$ cat config.mk
export PLATFORM = sky130hd
export DESIGN_NAME = ewb_serializer
export DESIGN_NICKNAME = d
export VERILOG_FILES = /design/src/rtl/ewb_pkg.sv /design/src/rtl/ewb_slot_timer.sv /design/src/rtl/ewb_word_buffer.sv /design/src/rtl/ewb_frame_shifter.sv /design/src/rtl/ewb_serializer.sv
export SDC_FILE = /design/constraint.sdc
export NUM_CORES = 1
export LEC_CHECK = 0
export BUFFER_PORTS_ARGS = -buffer_cell sky130_fd_sc_hd__clkbuf_2
export CAP_MARGIN = 30
export CELL_PAD_IN_SITES_DETAIL_PLACEMENT = 0
export CELL_PAD_IN_SITES_GLOBAL_PLACEMENT = 1
export CORE_MARGIN = 2
export CORE_UTILIZATION = 46
export CTS_BUF_LIST = sky130_fd_sc_hd__clkbuf_4 sky130_fd_sc_hd__clkbuf_8 sky130_fd_sc_hd__clkbuf_16
export DETAILED_ROUTE_END_ITERATION = 10
export PLACE_DENSITY = 0.81
export SETUP_SLACK_MARGIN = 0.02
export SYNTH_ARGS = -nofsm -noshare
export SYNTH_HDL_FRONTEND = slang
export SYNTH_HIERARCHICAL = 1
export SYNTH_SLANG_ARGS = --single-unit
$ cat constraint.sdc
create_clock -name clk -period 3.43 [get_ports clk]
set_clock_uncertainty 0.15 [all_clocks]
set_input_delay 0.1715 -clock clk [delete_from_list [all_inputs] [get_ports clk]]
set_output_delay 0.1715 -clock clk [all_outputs]
set_load 0.1 [all_outputs]
$ cat src/rtl/ewb_pkg.sv
// Shared definitions for the embedded word boundary serializer.
// Assumes the frame is the word plus two guard bits.
package ewb_pkg;
    localparam int GUARD_BITS = 2;

    // One slot of line output: data level and forwarded clock level.
    typedef struct packed {
        logic data;
        logic clk;
    } line_t;
endpackage

$ cat src/rtl/ewb_slot_timer.sv
// Slot counter for one frame. It advances on bit_en and wraps after the
// last slot. Reset parks it on the last slot, so the first enable begins
// slot 0. Assumes FRAME_BITS is at least 2.
module ewb_slot_timer #(
    parameter int FRAME_BITS = 14,
    localparam int SLOT_W = $clog2(FRAME_BITS)
) (
    input  logic              clk,
    input  logic              rst_n,
    input  logic              bit_en,
    output logic [SLOT_W-1:0] slot_nxt,
    output logic              take
);
    localparam logic [SLOT_W-1:0] LAST_SLOT = SLOT_W'(FRAME_BITS - 1);

    logic [SLOT_W-1:0] slot_q;

    // Next slot index, wrapping at the frame end.
    always_comb begin
        slot_nxt = (slot_q == LAST_SLOT) ? '0 : slot_q + 1'b1;
        take     = bit_en && (slot_q == LAST_SLOT);
    end

    // Slot register, stepped by the bit enable.
    always_ff @(posedge clk) begin
        if (!rst_n) begin
            slot_q <= LAST_SLOT;
        end else if (bit_en) begin
            slot_q <= slot_nxt;
        end
    end

    // slot index stays inside the frame
    assert_slot_range_R8: assert property (@(posedge clk) disable iff (!rst_n)
        slot_q <= LAST_SLOT);

    // without an enable the slot does not move
    assert_slot_hold_R7: assert property (@(posedge clk) disable iff (!rst_n)
        !bit_en |=> $stable(slot_q));
endmodule

$ cat src/rtl/ewb_word_buffer.sv
// One-entry word buffer between the strobe and the frame timing.
// Captures pdata on a rising strobe edge seen in the clk domain.
// Assumes strobe is synchronous to clk and pdata is stable when it rises.
module ewb_word_buffer #(
    parameter int WORD_W = 12
) (
    input  logic              clk,
    input  logic              rst_n,
    input  logic              strobe,
    input  logic [WORD_W-1:0] pdata,
    input  logic              take,
    output logic [WORD_W-1:0] word,
    output logic              word_ok,
    output logic              overrun
);
    logic              strobe_q;
    logic              rise;
    logic              room;
    logic [WORD_W-1:0] word_q;
    logic              pend_q;

    // Edge detect, plus whether the entry is free (empty or leaving now).
    always_comb begin
        rise = strobe && !strobe_q;
        room = !pend_q || take;
    end

    // Strobe history, buffer entry, pending flag and overrun pulse.
    always_ff @(posedge clk) begin
        if (!rst_n) begin
            strobe_q <= 1'b0;
            word_q   <= '0;
            pend_q   <= 1'b0;
            overrun  <= 1'b0;
        end else begin
            strobe_q <= strobe;
            overrun  <= rise && !room;
            if (rise && room) begin
                word_q <= pdata;
                pend_q <= 1'b1;
            end else if (take) begin
                pend_q <= 1'b0;
            end
        end
    end

    assign word    = word_q;
    assign word_ok = pend_q;

    // a dropped word leaves the waiting word and flag untouched
    assert_overrun_keep_R6: assert property (@(posedge clk) disable iff (!rst_n)
        (rise && pend_q && !take) |=> (pend_q && word_q == $past(word_q)));

    // an overrun pulse only appears with a word still waiting
    assert_overrun_pend_R6: assert property (@(posedge clk) disable iff (!rst_n)
        overrun |-> pend_q);

    // without a rising edge the stored word never changes
    assert_no_edge_no_write_R4: assert property (@(posedge clk) disable iff (!rst_n)
        !rise |=> $stable(word_q));
endmodule

$ cat src/rtl/ewb_frame_shifter.sv
// Builds the 14-slot frame at each frame start and shifts it out LSB
// first. It also produces the forwarded clock level, which skips the low
// level in the first guard slot when the frame carries a word.
// Assumes FRAME_BITS is even, so the last slot is a high slot.
module ewb_frame_shifter
    import ewb_pkg::*;
#(
    parameter int WORD_W = 12,
    localparam int FRAME_BITS = WORD_W + GUARD_BITS,
    localparam int SLOT_W = $clog2(FRAME_BITS)
) (
    input  logic              clk,
    input  logic              rst_n,
    input  logic              bit_en,
    input  logic              take,
    input  logic [SLOT_W-1:0] slot_nxt,
    input  logic [WORD_W-1:0] word,
    input  logic              word_ok,
    output line_t             line
);
    localparam logic [SLOT_W-1:0] GUARD_SLOT = SLOT_W'(FRAME_BITS - GUARD_BITS);

    logic [FRAME_BITS-1:0] frame;
    logic [FRAME_BITS-1:0] load_bits;
    logic [FRAME_BITS-1:0] sr_q;
    logic                  marked_q;
    logic                  marked_nxt;
    line_t                 line_q;
    line_t                 line_nxt;

    // Frame image: the word, then the inverted top bit, then the top bit.
    always_comb begin
        frame      = {word[WORD_W-1], ~word[WORD_W-1], word};
        load_bits  = word_ok ? frame : '0;
        marked_nxt = take ? word_ok : marked_q;
    end

    // Line levels for the slot that starts at this enable.
    always_comb begin
        line_nxt.data = take ? load_bits[0] : sr_q[0];
        line_nxt.clk  = slot_nxt[0] || (marked_nxt && slot_nxt == GUARD_SLOT);
    end

    // Shift register, boundary mark and registered line outputs.
    always_ff @(posedge clk) begin
        if (!rst_n) begin
            sr_q       <= '0;
            marked_q   <= 1'b0;
            line_q.data <= 1'b0;
            line_q.clk  <= 1'b1;
        end else if (bit_en) begin
            sr_q     <= take ? (load_bits >> 1) : (sr_q >> 1);
            marked_q <= marked_nxt;
            line_q   <= line_nxt;
        end
    end

    assign line = line_q;

    // line levels hold while the enable is low
    assert_line_hold_R7: assert property (@(posedge clk) disable iff (!rst_n)
        !bit_en |=> $stable(line_q));

    // the clock changes level on every slot before the guard slot
    assert_clk_toggle_R2: assert property (@(posedge clk) disable iff (!rst_n)
        (bit_en && slot_nxt < GUARD_SLOT) |=> (line_q.clk != $past(line_q.clk)));

    // entering the first guard slot of a word frame flips the data
    assert_guard_flip_R1: assert property (@(posedge clk) disable iff (!rst_n)
        (bit_en && marked_q && slot_nxt == GUARD_SLOT) |=> (line_q.data != $past(line_q.data)));

    // a filler frame begins with a zero data bit
    assert_filler_zero_R5: assert property (@(posedge clk) disable iff (!rst_n)
        (take && !word_ok) |=> !line_q.data);
endmodule

$ cat src/rtl/ewb_serializer.sv
// Top of the embedded word boundary serializer. It captures a word on the
// strobe, then sends it as a 14-slot frame with a forwarded clock whose
// stretched high level marks the word end. Filler frames are sent when
// no word is waiting. Assumes bit_en pulses 14 times per reference period.
module ewb_serializer #(
    parameter int WORD_W = 12,
    localparam int FRAME_BITS = WORD_W + ewb_pkg::GUARD_BITS,
    localparam int SLOT_W = $clog2(FRAME_BITS)
) (
    input  logic              clk,
    input  logic              rst_n,
    input  logic              bit_en,
    input  logic              strobe,
    input  logic [WORD_W-1:0] pdata,
    output logic              ser_data,
    output logic              ser_clk,
    output logic              overrun
);
    import ewb_pkg::*;

    logic [SLOT_W-1:0] slot_nxt;
    logic              take;
    logic [WORD_W-1:0] word;
    logic              word_ok;
    line_t             line;

    ewb_slot_timer #(.FRAME_BITS(FRAME_BITS)) u_timer (
        .clk      (clk),
        .rst_n    (rst_n),
        .bit_en   (bit_en),
        .slot_nxt (slot_nxt),
        .take     (take)
    );

    ewb_word_buffer #(.WORD_W(WORD_W)) u_buffer (
        .clk     (clk),
        .rst_n   (rst_n),
        .strobe  (strobe),
        .pdata   (pdata),
        .take    (take),
        .word    (word),
        .word_ok (word_ok),
        .overrun (overrun)
    );

    ewb_frame_shifter #(.WORD_W(WORD_W)) u_shifter (
        .clk      (clk),
        .rst_n    (rst_n),
        .bit_en   (bit_en),
        .take     (take),
        .slot_nxt (slot_nxt),
        .word     (word),
        .word_ok  (word_ok),
        .line     (line)
    );

    assign ser_data = line.data;
    assign ser_clk  = line.clk;

    // the waiting word is released at a frame start unless refilled
    assert_release_R9: assert property (@(posedge clk) disable iff (!rst_n)
        (take && word_ok && !(strobe && !$past(strobe))) |=> !word_ok);
endmodule

# Word level (Yosys, flattened, before mapping)
# Index checks and enable logic that the tools add are counted.
[classes] addsub=1 mul=0 div_mod_pow=0 magnitude_cmp=0 n_eq_ne=2 shifts=0 n_mux=7 bitwise=1 reduce_logical=11
[op_table] cell="14-bit two-way mux" n=1
[op_table] cell="13-bit two-way mux" n=1
[op_table] cell="4-bit equality test, second input constant" n=2
[op_table] cell="1-bit logical AND" n=5
[op_table] cell="4-bit by 1-bit adder with 4-bit output, second input constant" n=1
[op_table] cell="1-bit two-way mux" n=4
[op_table] cell="4-bit two-way mux" n=1
[op_table] cell="1-bit zero test" n=3
[op_table] cell="1-bit logical OR" n=2
[op_table] cell="2-bit nonzero test" n=1
[op_table] cell="1-bit NOT" n=1
[word_totals] register_bits=36 latch_bits=0 mem_bits_rw=0 rom_bits=0 in_bits=16 out_inout_bits=3 wordCells=31 mem_count=0

# Longest topological paths before layout
# Gate-level depths: netlist of the first run.
[logic_depth] ltp_word=5 mapped_depth=7 mapped_depth_nobuf=5

# Cells and area by module
# The synthesis of the first run kept the hierarchy.
[modules_own_cells] mod="ewb_frame_shifter" n_inst=1 cells_per_inst=88 area_per_inst_um2=724.4 seq_area_each_um2=320.3
[modules_own_cells] mod="ewb_word_buffer" n_inst=1 cells_per_inst=62 area_per_inst_um2=606.8 seq_area_each_um2=300.3
[modules_own_cells] mod="ewb_slot_timer" n_inst=1 cells_per_inst=31 area_per_inst_um2=259.0 seq_area_each_um2=80.1

# Worst setup path before layout of the first run
# No wires, ideal clock.
[synth_timing] kind="register -> register" from="register u_timer.slot_q[0]" to="register u_buffer.word_q[0] (netlist: u_buffer/word[0])" setup_time_ps=72 arrival_ps=1590 required_ps=3208 path_slack_ps=1618 path_stages_with_launch=8 n_path_buf=2 period_less_slack_ps=1812 cell_sequence="dfxtp_1 buf_6 nand4_1 nor2_1 nand2b_4 nor2b_4 buf_12 mux2i_1"
[synth_between] elab_chain_cells=4
[synth_rtl] item="start, declared" line_no="ewb_slot_timer.sv:16" rtl="logic [SLOT_W-1:0] slot_q;"
[synth_rtl] item="start signal, assigned" line_no="ewb_slot_timer.sv:29" rtl="slot_q <= slot_nxt;"
[synth_rtl] item="4-bit equality test" line_no="ewb_slot_timer.sv:21" rtl="take = bit_en && (slot_q == LAST_SLOT);"
[synth_rtl] item="1-bit logical AND" line_no="ewb_slot_timer.sv:21"
[synth_rtl] item="named net take" line_no="ewb_serializer.sv:22" rtl="logic take;"
[synth_rtl] item="1-bit logical OR" line_no="ewb_word_buffer.sv:25" rtl="room = !pend_q || take;"
[synth_rtl] item="1-bit logical AND" line_no="ewb_word_buffer.sv:38" rtl="if (rise && room) begin"
[synth_rtl] item="end signal, assigned" line_no="ewb_word_buffer.sv:39" rtl="word_q <= pdata;"
[synth_rtl] item="end, declared" line_no="ewb_word_buffer.sv:19" rtl="logic [WORD_W-1:0] word_q;"
# The timed path passes the listed nets, and every way through them passes these cells.
# A chain may end at the register's enable or synchronous reset.

# Worst setup path after layout of the first run
[layout_timing] from="register u_timer.slot_q[0]" to="register u_buffer.word_q[4] (netlist: u_buffer/word[4])"
# The elaborated chain is that of the path after synthesis.

==> results of run 1 <==
## metal layers
metal  wire length (µm)  track usage, %  up-vias
met5                  0               0        -
li1                   -               -      673
met2               1370            27.0       18
met1               1410            21.0      556
met4                 48            5.83        0
met3                102            5.95        5
## power by group through the flow
| stage | registers, mW | logic [mW] | clock network (mW) |
|---|---|---|---|
| after floorplan | 0.470 | 0.108 | 0 |
| after detailed placement | 0.466 | 0.133 | 0 |
| final | 0.458 | 0.144 | 0.315 |
| after global routing | 0.463 | 0.162 | 0.341 |
| after CTS | 0.457 | 0.146 | 0.320 |
| after global placement | 0.465 | 0.130 | 0 |
## tightest hold or removal path: stages (launching register included)
cell	delay, ps
dfxtp_1	330
nand2_1	50
mux2i_1	50
## cells by family after synthesis
logic type / synth area share, %
AOI/OAI and AO/OA: 18.6
muxes: 8.89
DFF: 44.1
and+or+nand+nor: 21.6
buffers and inverters: 6.84
## state kept, by name, indices dropped and copies added, names as in the netlist
register            flops
u_timer/slot_q          4
u_shifter/sr_q         13
u_shifter/marked_q      1
u_buffer/strobe_q       1
u_buffer/word_ok        1
u_shifter/line          2
u_buffer/overrun        1
u_buffer/word          12
## area by class of cell
| cell class | instances | area [µm²] |
|---|---|---|
| well taps | 46 | 57.6 |
| clock buffers | 6 | 51.3 |
| repair buffers | 32 | 228 |
| fillers | 337 | 1470 |
| clock inverters | 2 | 35.0 |
| inverters | 3 | 11.3 |
| flip-flops and latches | 35 | 701 |
| multi-input cells | 130 | 781 |
## per-stage QoR
step / total power [mW] / setup WS [ps]
3_3_place_gp: 0.595 / 1200
5_1_grt: 0.965 / 1080
3_5_place_dp: 0.599 / 1100
6_report: 0.917 / 1280
2_1_floorplan: 0.578 / 1620
4_1_cts: 0.923 / 1260
## how the worst max path moves through the flow
stage	from	end	slack, ps	cells after the start
floorplan	u_timer/slot_q[0]	u_buffer/word[0]	1620	7
global placement	bit_en	u_buffer/word[9]	1200	7
detailed placement	bit_en	u_buffer/word[0]	1100	7
CTS	u_timer/slot_q[0]	u_buffer/word[7]	1260	6
global route	u_timer/slot_q[0]	u_buffer/word[4]	1080	6
finish	u_timer/slot_q[0]	u_buffer/word[4]	1280	6
## placed cells by master, fill, tap and decap left out
cell type / n
a21oi_1: 27
nor2b_4: 1
clkbuf_8: 1
nand2_1: 28
nand4_1: 2
o21ai_1: 1
a2bb2oi_1: 2
clkinv_2: 1
and2b_1: 5
and3_1: 1
nand3_1: 3
o2111a_1: 1
o2bb2ai_1: 1
nor2_1: 3
nor2b_1: 8
a31oi_1: 3
a21boi_1: 1
dlygate4sd3_1: 13
o21ai_0: 15
a21bo_2: 1
and2_4: 1
buf_4: 1
clkbuf_2: 18
mux2i_1: 13
dfxtp_1: 35
a21boi_0: 1
nor3_1: 2
and2_1: 2
nand2b_1: 3
mux2_2: 1
inv_1: 3
or2_0: 1
bufinv_16: 1
nand2b_4: 2
clkbuf_4: 5
nand3b_1: 1
==> flow_metrics.tcl, run 1 <==
set metrics [dict create \
    cts-htree-levels 2 \
    critPathArrivalTime_ps 2280 \
    die_w_um 62.8 \
    io_buffers 18 \
    ir_drop_v 0.000274 \
    r2r_start "u_timer/slot_q[0]" \
    setup_viol 0 \
    final_nets 223 \
    rsz0062_at_grt "no" \
    finalSetupTns_ps 0 \
    hold_viol 0 \
    hold_buffers 13 \
    whs_ps 320 \
    p_leak_nw 0.772 \
    drive_gt1_share_pct 15.9 \
    antenna_found_initial 0 \
    yosysSeqAreaShare_pct 44.1 \
    grt_max_degree 50 \
    syn2layout_area_growth_pct 17.2 \
    ys.flop_type "dfxtp_1" \
    path_cells "nand4_1, nor2_1, buf_4, nand2b_4, nor2b_4, mux2i_1" \
    synth.avg_cell_area_um2 8.79 \
    cp-end-kind "flip-flop" \
    rows 21 \
    rr_worst_depth 6 \
    routabilityCongestion 0.688 \
    netlist_area_mm2 0.00159 \
    postCtsSetupRepairBufs 0 \
    finalCritPeriodShare_pct 62.8 \
    hp-class "flip-flop to flip-flop" \
    dpl_cell_area_mm2 0.00165 \
    worst_slew_pin_slew_ps 822 \
    cellInternalPower_mw 0.674 \
    clk_latency_ps 340 \
    grt_pass1_wl_mm 5.26 \
    firstDrtPassIters 4 \
    synth_fp_nets 197 \
    min_to "u_buffer/word[7]" \
    seq_power_share_pct 49.9 \
    cts_made_buffers 5 \
    ys_ff_latch 35 \
    syn_inst 181 \
    num_antenna_cells 0 \
    synthDistinctLibCells 34 \
    switchingPower_mw 0.243 \
    max_stage_delay_ps 570 \
    stdcell_count 254 \
    cp_top_family "simple AND/OR/NAND/NOR gates" \
    drc 0 \
    maxCapViolations 0 \
    yosysMostFrequentCell "dfxtp_1" \
    whs_path_depth 2 \
    ioPinCount 19 \
    finalCriticalPeriod_ps 2150 \
    cellPowerDensity_mw_per_mm2 492 \
    cts.sinks 35 \
    ys_warn_count 6 \
    drv_slew 0 \
    regToRegEndpoint "u_buffer/word[4]" \
    dr.first_iter.drc_count 91 \
    clkPwrFrac_pct 34.4 \
    hold_start "u_buffer/word[7]" \
    crit_fanout 18 \
    sw_frac_of_total_pct 26.5 \
    p_comb_share_pct 15.7 \
    synth_common_cells "dfxtp_1 (35), nand2_1 (28), a21oi_1 (27)" \
    wl_per_cell_um 11.5 \
    synth_top_area_cell "dfxtp_1" \
    worst-path-buf-inv 1 \
    synth_edf_count 0 \
    cts_buffer_depth 2 \
    core_area_mm2 0.00334 \
    crit_type "flip-flop to flip-flop" \
    crit_path_top_delay_cell "dfxtp_1" \
    root_buffer "clkbuf_4" \
    synth_top_area_share_pct 44.1 \
    fp.dieH_um 62.8 \
    fmax_mhz 464 \
    worstSetupStartpointType "flip-flop" \
    design_area_mm2 0.00186 \
    ctsResizeCount 0 \
    grt-ovfl-total 0 \
    hpwlAfterDp_mm 1.75 \
    relSlewSlack_pct 45.2 \
    dpl.cell_count 233 \
    final_util_pct 55.9 \
    start_util_pct 47.7 \
    async_flop_share_pct 0 \
    status "finished clean" \
    cts_tree "yes" \
    grt_use_total_pct 16.8 \
    final_antenna_net_count 0 \
    num_vias 1252 \
    cts.clk_slew.worst_paths_ps 110 \
    synthTopCellsByArea "dfxtp_1 (44%), a21oi_1 (8.5%), mux2i_1 (8.2%)" \
    grt_pass1_vias 1164 \
    via_per_inst 4.93 \
    finalWirelength_mm 2.93 \
    die_area_mm2 0.00394 \
    worstPathRequired_ps 3550 \
    r2r_slack_ps 1280 \
]
Note: power is estimated with default switching activity, not from simulation.
==> run 2, diff against run 1 <==
- CORE_UTILIZATION: 46 -> 43
- PLACE_DENSITY: 0.81 -> 0.77
- clock period: 3.43 -> 2 ns (I/O delays scaled with it)
==> run 2 against run 1 <==
  * Via count increased by 2.1%
  * Clock-buffer cell count increased by 2
  * First-iteration DRC count decreased by 54%
==> flow_metrics.tcl, run 2 (same netlist as run 1, synthesis figures left out) <==
set metrics [dict create \
    status "finished clean" \
    hold_start "bit_en" \
    dp_slack_ps 194 \
    largest_register_ffs 13 \
    multiInputGateArea_um2 781 \
    rows 22 \
    finalCriticalPeriod_ps 1800 \
    path_cells "nand4_1, nor2_1, buf_4, and2_4, a21oi_1, a21oi_1" \
    final_nets 226 \
    max_stage_delay_ps 480 \
    cts_made_buffers 5 \
    crit_path_top_delay_cell "dfxtp_1" \
    grt_pass1_vias 1191 \
    antenna_found_initial 0 \
    fin_ws_ps 199 \
    ioPinCount 19 \
    fmax_mhz 555 \
    whs_ps 70.0 \
    final_cell_mix "dfxtp_1 (35), nand2_1 (28), a21oi_1 (27), clkbuf_2 (18), o21ai_0 (15)" \
    hp-class "input pin to flip-flop" \
    setup_viol 0 \
    top_register "u_shifter/sr_q" \
    critPathArrivalTime_ps 1860 \
    start_util_pct 44.1 \
    cp-end-kind "flip-flop" \
    switchingPower_mw 0.409 \
    drive_gt1_share_pct 17.1 \
    hpwlAfterDp_mm 1.86 \
    worstSetupStartpointType "flip-flop" \
    wl_per_cell_um 11.7 \
    cpMostUsedCell "a21oi_1" \
    p_comb_share_pct 16.5 \
    seq_power_share_pct 48.7 \
    fillers 350 \
    fp.dieH_um 64.8 \
    cts.clk_slew.worst_paths_ps 70 \
    relSlewSlack_pct 43.2 \
    worstPathRequired_ps 2060 \
    critPathLaunch "u_timer/slot_q[2]" \
    core_area_mm2 0.00361 \
    p_leak_nw 0.797 \
    final_util_pct 53.2 \
    finalSetupTns_ps 0 \
    cts_tree "yes" \
    via_per_inst 4.93 \
    crit_type "flip-flop to flip-flop" \
    cellPowerDensity_mw_per_mm2 837 \
    root_buffer "clkbuf_8" \
    drv_slew 0 \
    ctsResizeCount 0 \
    num_antenna_cells 0 \
    layout_commonest_cell "dfxtp_1" \
    cts_buffer_depth 2 \
    dr.first_iter.drc_count 42 \
    regArea_um2 701 \
    grt_use_total_pct 16.3 \
    cts-htree-levels 2 \
    drc 0 \
    worst_slew_pin_slew_ps 853 \
    final_antenna_net_count 0 \
    sw_frac_of_total_pct 25.5 \
    clk_latency_ps 280 \
    cellInternalPower_mw 1.20 \
    crit_fanout 17 \
    clkPwrFrac_pct 34.8 \
    syn2layout_area_growth_pct 20.7 \
    firstDrtPassIters 4 \
    rsz0062_at_grt "no" \
    io_buffers 18 \
    hold_viol 0 \
    finalWirelength_mm 3.02 \
    die_area_mm2 0.00420 \
    ir_drop_v 0.000434 \
    die_w_um 64.8 \
    r2r_slack_ps 200 \
    grt_pass1_wl_mm 5.27 \
    r2r_start "u_timer/slot_q[2]" \
    num_vias 1278 \
    finalCritPeriodShare_pct 90.0 \
    p_total_mw 1.61 \
    routabilityCongestion 0.694 \
    grt_max_degree 50 \
    maxCapViolations 0 \
    cts.sinks 35 \
    grt-ovfl-total 0 \
]
-- run 2: per-stage QoR --
step,cell area [µm²],std cells
after global placement,1670,237
after CTS,1900,258
after floorplan,1590,181
after detailed placement,1670,237
after global routing,1920,259
final,1920,259
-- run 2: final timing paths --
kind | to | cells past startpoint
setup / recovery | u_shifter/sr_q[10] | 6
setup reg to reg | u_shifter/sr_q[10] | 6
hold reg to reg | u_buffer/word[6] | 2
hold / removal | u_timer/slot_q[3] | 3
-- run 2: critical path, delay by kind of cell (launching register included) --
family / cells / cell delay, ps
flops: 1 / 480
compound gates: 2 / 250
buf+inv: 1 / 240
simple gates: 3 / 590
-- run 2: layout make-up --
cell class,instances,area share (%)
clock buffers,8,5.41
repair buffers,35,13.7
flip-flops and latches,35,36.5
inverters,3,0.587
well taps,48,3.13
multi-input cells,130,40.7
-- run 2: metal layers --
metal,part of all wire [%],up-vias,GRT usage (%),routed length [µm]
li1,-,677,-,-
met1,51,572,20.7,1550
met2,44,27,26.2,1330
met3,4.3,2,5.38,131
met4,0.43,0,5.05,13
met5,0,-,0,0
-- run 2: what timing repair did --
item,in CTS,in global routing
setup buffers,0,1
hold endpoints to repair,15,0
hold buffers,13,0
endpoints found under the setup margin,0,4
-- run 2: power groups by stage --
| stage | clock (mW) | sequential, mW | combinational, mW |
|---|---|---|---|
| finish | 0.559 | 0.782 | 0.266 |
| global route | 0.607 | 0.789 | 0.296 |
| CTS | 0.580 | 0.781 | 0.259 |
| detailed placement | 0 | 0.796 | 0.237 |
| global placement | 0 | 0.794 | 0.233 |
| floorplan | 0 | 0.806 | 0.185 |
==> run 3, diff against run 2 <==
- BUFFER_PORTS_ARGS: -buffer_cell sky130_fd_sc_hd__clkbuf_2 -> default
- CORE_UTILIZATION: 43 -> 46
- DONT_BUFFER_PORTS: default -> 1
- PLACE_DENSITY: 0.77 -> 0.75
==> run 3 against run 2 <==
  * Utilization rose by 2.9 points
  * Clock-buffer cell count fell by 2
  * Sequential share of layout area rose by 0.90 points
  * Setup slack got worse by 64 ps
  * Via count fell by 2.2%
  * Combinational power rose by 5%
  * Register-to-register slack barely moved
  * Die area fell by 6.1%
  * Power fell by 12%
  * Fmax fell by 3.4%
  * Non-clock buffer count fell by 10
  * Sequential power barely moved
  * Critical path type is now input pin to flip-flop
  * Largest cell class unchanged
  * Highest routed layer unchanged
==> flow_metrics.tcl, run 3 (same netlist as run 1, synthesis figures left out) <==
set metrics [dict create \
    status "finished clean" \
    regArea_um2 701 \
    grt_use_met1_pct 21.5 \
    cts_made_buffers 5 \
    dpl.cell_count 219 \
    core_area_mm2 0.00334 \
    worst_slew_pin_slew_ps 303 \
    dpl_cell_area_mm2 0.00159 \
    grt_max_degree 50 \
    ir_drop_v 0.000396 \
    critPathArrivalTime_ps 1980 \
    worstPathRequired_ps 2110 \
    hold_viol 0 \
    layout_commonest_cell "dfxtp_1" \
    final_util_pct 56.1 \
    p_comb_share_pct 19.8 \
    start_util_pct 47.7 \
    root_buffer "clkbuf_4" \
    p_leak_nw 0.744 \
    final_nets 216 \
    hp-class "input pin to flip-flop" \
    hpwlAfterDp_mm 1.80 \
    cts-htree-levels 2 \
    ioPinCount 19 \
    cellPowerDensity_mw_per_mm2 751 \
    routabilityCongestion 0.688 \
    num_antenna_cells 0 \
    final_cell_mix "dfxtp_1 (35), nand2_1 (28), a21oi_1 (27), dlygate4sd3_1 (16), o21ai_0 (15)" \
    stdcell_count 245 \
    syn2layout_area_growth_pct 17.8 \
    setup_viol 0 \
    firstDrtPassIters 4 \
    final_antenna_net_count 0 \
    grt_util_met3_pct 5.05 \
    cellInternalPower_mw 1.02 \
    switchingPower_mw 0.389 \
    cp-end-kind "flip-flop" \
    drive_gt1_share_pct 10.6 \
    fmax_mhz 536 \
    drv_slew 0 \
    grt_use_total_pct 18.0 \
    via_per_inst 5.10 \
    grt_pass1_wl_mm 5.53 \
    multiInputGateArea_um2 781 \
    top_usage_layer "met2" \
    largest_register_ffs 13 \
    clkPwrFrac_pct 24.8 \
    top_register "u_shifter/sr_q" \
    rows 21 \
    finalCritPeriodShare_pct 93.3 \
    p_total_mw 1.41 \
    wl_per_cell_um 12.8 \
    finalWirelength_mm 3.13 \
    ctsResizeCount 0 \
    rsz0062_at_grt "no" \
    finalSetupTns_ps 0 \
    die_area_mm2 0.00394 \
    sw_frac_of_total_pct 27.7 \
    dr.first_iter.drc_count 75 \
    clk_latency_ps 330 \
    crit_type "input pin to flip-flop" \
    maxCapViolations 0 \
    crit_fanout 39 \
    worstSetupStartpointType "input pin" \
    grt-ovfl-total 0 \
    fp.dieH_um 62.8 \
    relSlewSlack_pct 79.7 \
    cts_buffer_depth 2 \
    cts_tree "yes" \
    antenna_found_initial 0 \
    seq_power_share_pct 55.4 \
    die_w_um 62.8 \
    design_area_mm2 0.00187 \
    cts.clk_slew.worst_paths_ps 100 \
    fillers 343 \
    io_buffers 0 \
    cts.sinks 35 \
    num_vias 1250 \
    finalCriticalPeriod_ps 1870 \
    grt_pass1_vias 1248 \
    grt.met2_usage_pct 29.6 \
    drc 0 \
]
-- run 3: cell types whose count changed in the layout (fill, tap and decap cells not counted) --
cell	previous run	this run
clkbuf_2	18	0
clkbuf_4	1	6
dlygate4sd3_1	13	16
clkbuf_8	7	0
buf_4	3	5
buf_12	1	4
-- run 3: what timing repair did --
action / CTS / global route
hold buffers: 18 / 0
hold endpoints to repair: 35 / 0
setup buffers: 0 / 2
endpoints found under the setup margin: 0 / 9
-- run 3: path summary, 6_finish.rpt --
kind / start / to / slack, ps / depth (start not counted)
hold / removal: pdata[6] / u_buffer/word[6] / 310 / 3
hold reg to reg: u_buffer/word[7] / u_buffer/word[7] / 310 / 2
setup / recovery: bit_en / u_shifter/sr_q[8] / 130 / 8
setup reg to reg: u_timer/slot_q[2] / u_shifter/sr_q[8] / 200 / 6
-- run 3: power groups by stage --
stage	registers, mW	logic [mW]	clock network, mW
3_3_place_gp	0.793	0.201	0
3_5_place_dp	0.794	0.205	0
2_1_floorplan	0.806	0.185	0
5_1_grt	0.787	0.308	0.398
6_report	0.779	0.279	0.349
4_1_cts	0.778	0.264	0.364
-- run 3: worst max-delay path, cell delays in order --
cell           delay [ps]
dlygate4sd3_1         590
buf_12                200
nand4_1               140
nor2_1                160
buf_4                 250
and2_4                280
a21oi_1                90
a21oi_1               150
-- run 3: area by class of cell --
cell class | instances | area share, %
Inverter | 3 | 0.601
Multi-Input combinational cell | 130 | 41.7
Timing Repair Buffer | 25 | 14.8
Tap cell | 46 | 3.07
Clock buffer | 6 | 2.40
Sequential cell | 35 | 37.4
-- run 3: stage by stage --
step / hold slack (ps) / setup slack (ps)
2_1_floorplan: 26.2 / 188
3_3_place_gp: 35.8 / 256
3_5_place_dp: 37.4 / 167
4_1_cts: 292 / 80.1
5_1_grt: 313 / 23.1
6_report: 310 / 135
-- run 3: routing by layer --
layer / part of all wire, % / up-vias
met3: 2.6 / 6
met4: 1.8 / 0
met2: 48 / 14
met1: 48 / 571
met5: 0 / -
li1: - / 659
